--- config.mk ---
export PLATFORM = sky130hd
export DESIGN_NAME = edge_wake_unit
export DESIGN_NICKNAME = d
export VERILOG_FILES = /design/src/rtl/ewu_pkg.sv /design/src/rtl/ewu_sync.sv /design/src/rtl/ewu_edge.sv /design/src/rtl/ewu_pending.sv /design/src/rtl/ewu_route.sv /design/src/rtl/edge_wake_unit.sv
export SDC_FILE = /design/constraint.sdc
export NUM_CORES = 1
export LEC_CHECK = 0
export CAP_MARGIN = 10
export CORE_MARGIN = 2
export CORE_UTILIZATION = 30
export DETAILED_ROUTE_END_ITERATION = 16
export GPL_ROUTABILITY_DRIVEN = 0
export PLACE_DENSITY = 0.57
export SLEW_MARGIN = 20
export SYNTH_ARGS = -nofsm -noshare
export SYNTH_HDL_FRONTEND = slang
export SYNTH_HIERARCHICAL = 1
export SYNTH_SLANG_ARGS = --single-unit
--- constraint.sdc ---
create_clock -name clk -period 2.4 [get_ports clk]
set_input_delay 0.72 -clock clk [delete_from_list [all_inputs] [get_ports clk]]
set_output_delay 0.72 -clock clk [all_outputs]
set_load 0.05 [all_outputs]
--- src/rtl/ewu_pkg.sv ---
package ewu_pkg;
   // Width of a routing field able to name n_out interrupt lines (at least one bit)
   function automatic int sel_width(input int n_out);
      return (n_out > 1) ? $clog2(n_out) : 1;
   endfunction
endpackage

--- src/rtl/ewu_sync.sv ---
module ewu_sync #(
   parameter int WIDTH  = 16,
   parameter int STAGES = 2
) (
   input  logic             clk,
   input  logic             rst_n,
   input  logic [WIDTH-1:0] din,
   output logic [WIDTH-1:0] dout
);
   logic [STAGES-1:0][WIDTH-1:0] chain_q;

   always_ff @(posedge clk or negedge rst_n) begin
      if (!rst_n) chain_q[0] <= '0;
      else        chain_q[0] <= din;
   end

   for (genvar s = 1; s < STAGES; s++) begin : g_stage
      always_ff @(posedge clk or negedge rst_n) begin
         if (!rst_n) chain_q[s] <= '0;
         else        chain_q[s] <= chain_q[s-1];
      end
   end

   assign dout = chain_q[STAGES-1];
endmodule

--- src/rtl/ewu_edge.sv ---
module ewu_edge #(
   parameter int WIDTH = 16
) (
   input  logic             clk,
   input  logic             rst_n,
   input  logic [WIDTH-1:0] level_i,
   input  logic [WIDTH-1:0] fall_sel,
   output logic [WIDTH-1:0] hit_o
);
   logic [WIDTH-1:0] prev_q;
   logic [WIDTH-1:0] rise_w, fall_w;

   always_ff @(posedge clk or negedge rst_n) begin
      if (!rst_n) prev_q <= '0;
      else        prev_q <= level_i;
   end

   // Polarity chooses between two real transitions, so flipping it alone cannot create one
   assign rise_w = level_i & ~prev_q;
   assign fall_w = ~level_i & prev_q;
   assign hit_o  = (fall_sel & fall_w) | (~fall_sel & rise_w);
endmodule

--- src/rtl/ewu_pending.sv ---
module ewu_pending #(
   parameter int WIDTH = 16
) (
   input  logic             clk,
   input  logic             rst_n,
   input  logic [WIDTH-1:0] set_i,
   input  logic [WIDTH-1:0] clr_i,
   output logic [WIDTH-1:0] pend_o
);
   logic [WIDTH-1:0] pend_q;

   always_ff @(posedge clk or negedge rst_n) begin
      if (!rst_n) pend_q <= '0;
      else        pend_q <= (pend_q & ~clr_i) | set_i;
   end

   assign pend_o = pend_q;
endmodule

--- src/rtl/ewu_route.sv ---
module ewu_route #(
   parameter int N_CH  = 16,
   parameter int N_OUT = 4,
   parameter int SEL_W = 2
) (
   input  logic [N_CH-1:0]       pend_i,
   input  logic [N_CH-1:0]       en_i,
   input  logic [N_CH*SEL_W-1:0] route_i,
   output logic [N_OUT-1:0]      irq_o,
   output logic                  wake_o
);
   logic [N_CH-1:0] live_w;
   assign live_w = pend_i & en_i;

   if (N_OUT == 1) begin : g_single
      assign irq_o[0] = |live_w;
   end else begin : g_multi
      for (genvar k = 0; k < N_OUT; k++) begin : g_line
         localparam logic [SEL_W-1:0] KSEL = SEL_W'(k);
         logic [N_CH-1:0] member_w;
         for (genvar c = 0; c < N_CH; c++) begin : g_ch
            assign member_w[c] = (route_i[c*SEL_W +: SEL_W] == KSEL);
         end
         assign irq_o[k] = |(live_w & member_w);
      end
   end

   assign wake_o = |live_w;
endmodule

--- src/rtl/edge_wake_unit.sv ---
module edge_wake_unit #(
   parameter int N_CH        = 16,
   parameter int N_OUT       = 4,
   parameter int SYNC_STAGES = 2,
   parameter int SEL_W       = ewu_pkg::sel_width(N_OUT)
) (
   input  logic                  clk,
   input  logic                  rst_n,
   input  logic [N_CH-1:0]       chan_in,
   input  logic [N_CH-1:0]       cfg_enable,
   input  logic [N_CH-1:0]       cfg_fall,
   input  logic [N_CH*SEL_W-1:0] cfg_route,
   input  logic [N_CH-1:0]       clr_mask,
   output logic [N_CH-1:0]       pend_o,
   output logic [N_OUT-1:0]      irq_o,
   output logic                  wake_o
);
   if (N_CH < 1) begin : g_bad_ch
      $error("edge_wake_unit: N_CH must be at least 1");
   end
   if (N_OUT < 1 || N_OUT > (1 << SEL_W)) begin : g_bad_out
      $error("edge_wake_unit: N_OUT does not fit the routing field");
   end
   if (SYNC_STAGES < 2) begin : g_bad_sync
      $error("edge_wake_unit: SYNC_STAGES must be at least 2");
   end

   logic [N_CH-1:0] level_w;
   logic [N_CH-1:0] hit_w;

   ewu_sync #(.WIDTH(N_CH), .STAGES(SYNC_STAGES)) u_sync (
      .clk(clk), .rst_n(rst_n), .din(chan_in), .dout(level_w)
   );

   ewu_edge #(.WIDTH(N_CH)) u_edge (
      .clk(clk), .rst_n(rst_n), .level_i(level_w), .fall_sel(cfg_fall), .hit_o(hit_w)
   );

   ewu_pending #(.WIDTH(N_CH)) u_pend (
      .clk(clk), .rst_n(rst_n), .set_i(hit_w), .clr_i(clr_mask), .pend_o(pend_o)
   );

   ewu_route #(.N_CH(N_CH), .N_OUT(N_OUT), .SEL_W(SEL_W)) u_route (
      .pend_i(pend_o), .en_i(cfg_enable), .route_i(cfg_route),
      .irq_o(irq_o), .wake_o(wake_o)
   );
endmodule

==> results.toml <==
[global_route]
grtUsageTotal = 0.165
first_global_vias = 2643
grt_first_pass_wirelength_um = 12900
grt_max_degree = 37
overall_overflow_remaining_after_global_route = 0
antenna_found_initial = 0

[sta]
worstMarginPinSlew_ns = 0.677
max_freq_ghz = 0.392
setup_repair_after_global_routing_missed_its_margin = "true"
clock-skew-final_ns = 0.00736
report.final.slew_viol_count = 0
finalHoldViolations = 0
slew_headroom = 0.549
min_period_ns = 2.55
tns_ns = -0.325
post-route-period-util = 1.06
hold_slack_ns = 0.340
postLayoutSetupSlackWorst_ns = -0.152
report.final.setup_viol = 4

[floorplanning]
core_um2 = 9590
rows = 36
die_height_um = 103
initial_utilization = 0.305
die-width_um = 103
io-pin-count = 119
dieArea_um2 = 10500

[run_status]
failing_checks = "negative setup slack"
result_of_the_run = "complete, but fails checks"

[critical_path]
arrival_ns = 1.83
r2r_start = "u_pend/pend_o[8]"
critPathLaunchType = "input port"
series_of_cell_instances_along_the_critical_path = "buf_8, nand3_4, o22a_4, o221ai_2, or4_4, buf_8"
timing.critical_path.fanout_max = 2
worst_path_most_repeated_cell = "buf_8"
slowest_stage = "or4_4"
crit_required_ns = 1.68
worst_path_dominant_cell_family = "simple AND/OR/NAND/NOR gates"
reg2reg_depth = 2
crit_type = "in -> out"
worstReg2RegEnd = "u_pend/pend_o[8]"
setup.worst_path.end_class = "primary output"
timing.reg2reg.setup_slack_ns = 1.54
cp_slowest_stage_delay_ns = 0.55
critical_path.n_buffers_inverters = 2

[power_and_ir_drop]
p_total_uw = 3030
total_leakage_power_uw = 0.00228
switching_power_uw = 860
internal_power_uw = 2170
power.ir.vdd_worst_v = 0.000300
power.combinational.fraction = 0.258
share_of_total_power_in_sequential_cells = 0.403
p_sw_frac = 0.283
total_power_density_per_cell_area_nw_per_um2 = 611
power_frac_clock = 0.339

[synthesis]
netlist.area_leader.share = 0.548
mappedNetlistNets = 372
syn-mean-instance-area_um2 = 10.7
post_synth_instance_area_um2 = 2920
synth_top_cell_by_area = "dfrtp_1"
synth.ff_latch_count = 64
yosysWarningCount = 6
synthCells = 274
ys_top_cells_by_area = "dfrtp_1 55%, o21ai_2 4.5%, a21o_1 4.1%"
synth-seq-area-share = 0.548
yosys.cell_types.count = 27

[cts]
cts_tree = "built"
clk_latency_ns = 0.34
tritoncts_num_sinks = 64
numCtsBuffers = 9
cts-htree-levels = 3
cts_max_path_buffers = 2
cts_hold_buf = 0
cts-root-buf = "clkbuf_8"
cts.clk_slew.worst_paths_ns = 0.07

[drt]
drtAntennaViolNets = 0
wl_per_cell_um = 15.0
drt_first_pass_iters = 4
drt-total-wl_um = 8570
route.detailed.drc = 0
via_per_inst = 4.68
drt_iter0_markers = 87
vias = 2684

[job]
max_cap_viol_count = 0

[min_path]
holdCritStartpoint = "u_sync/chain_q[2]"
hold_worst_path_end = "u_sync/dout[2]"
min_delay_path_depth = 0
hold_class = "reg -> reg"

[final_layout]
fin_cells = 573
areaGrowthSynthToFinish_pct = 70.0
antenna_cells = 0
fin_nets = 534
post_route_cells_drive_above_1_share = 0.439

[place]
pre_cts_slack_ns = -0.568
place.port_buffers = 118
detailedPlacementHpwl_um = 6650
place.detailed.instances = 545
through the flow:
stage	cell area, um^2	utilization
6_report	4970	0.518
5_1_grt	4970	0.518
4_1_cts	4830	0.504
3_5_place_dp	4440	0.463
3_3_place_gp	4440	0.463
2_1_floorplan	2930	-
worst max path at each step:
stage,slack [ns],cells after the start,from,end
floorplan,0.002,3,cfg_enable[6],wake_o
global placement,-0.54,6,cfg_route[11],irq_o[3]
detailed placement,-0.57,6,cfg_route[11],irq_o[3]
CTS,-0.15,6,cfg_enable[14],irq_o[3]
global route,-0.19,5,u_pend/pend_o[9],irq_o[3]
finish,-0.15,6,cfg_enable[14],irq_o[3]
cell type report:
cell class / count / area (um^2)
Clock inverter: 3 / 65.1
Multi-Input combinational cell: 170 / 1340
Tap cell: 133 / 166
Fill cell: 909 / 4630
Timing Repair Buffer: 167 / 1540
Sequential cell: 64 / 1610
Inverter: 24 / 90.1
Clock buffer: 12 / 155
flip-flops by register name (all words and copies together) (netlist names):
signal and flops:
u_sync/dout 16, u_pend/pend_o 16, u_edge/prev_q 16, u_sync/chain_q 16
layer usage:
layer  GRT usage  share of wire
met1       0.205           0.42
met2       0.265           0.49
met3      0.0624          0.083
met4      0.0554         0.0096
met5           0              0
worst reg2reg max path: cells and delay by family, from the launching register on:
| kind | cells | cell delay [ns] |
|---|---|---|
| DFF | 1 | 0.45 |
| buffers and inverters | 1 | 0.15 |
| AOI/OAI and AO/OA | 1 | 0.15 |
logic make-up (layout without fill, tap and decap cells):
| logic type | count (synthesis) | count (layout) | share of synthesized area |
|---|---|---|---|
| compound gates | 51 | 51 | 0.145 |
| buf+inv | 40 | 206 | 0.0719 |
| flops | 64 | 64 | 0.548 |
| simple gates | 119 | 119 | 0.235 |
power groups by stage:
stage	registers, uW	logic, uW	clock network (uW)
final	1220	783	1030
after global routing	1230	833	1120
after CTS	1220	746	1070
after detailed placement	1240	709	0
after global placement	1230	702	0
after floorplan	1320	226	0
what timing repair did:
action / 4_1_cts / 5_1_grt
resized for setup: 264 / 45
pin swaps: 44 / 19
setup buffers: 7 / 7
endpoints found under the setup margin: 6 / 9
synthesized netlist by cell type, drive strengths merged:
master / n
dfrtp: 64
inv: 24
nand4: 18
nor3: 18
nand2: 17
a21o: 16
buf: 16
nand2b: 16
nand3: 15
nand3b: 15
o21ai: 15
nor2: 7
o22ai: 7
a211oi: 5
nand4b: 4
nor3b: 3
nor4: 3
o32ai: 3
o22a: 2
or4: 2
a2111oi: 1
o211ai: 1
o221ai: 1
or2: 1
cells in the final DEF, fill, tap and decap left out, drive strengths merged, types with 16 or more instances in the layout:
cell type | netlist | routed
buf | 16 | 100
dfrtp | 64 | 64
clkdlybuf4s50 | 0 | 55
inv | 24 | 24
nand4 | 18 | 18
nor3 | 18 | 18
nand2 | 17 | 17
nand2b | 16 | 16
a21o | 16 | 16
No activity file was read; power rests on OpenSTA's default activity.
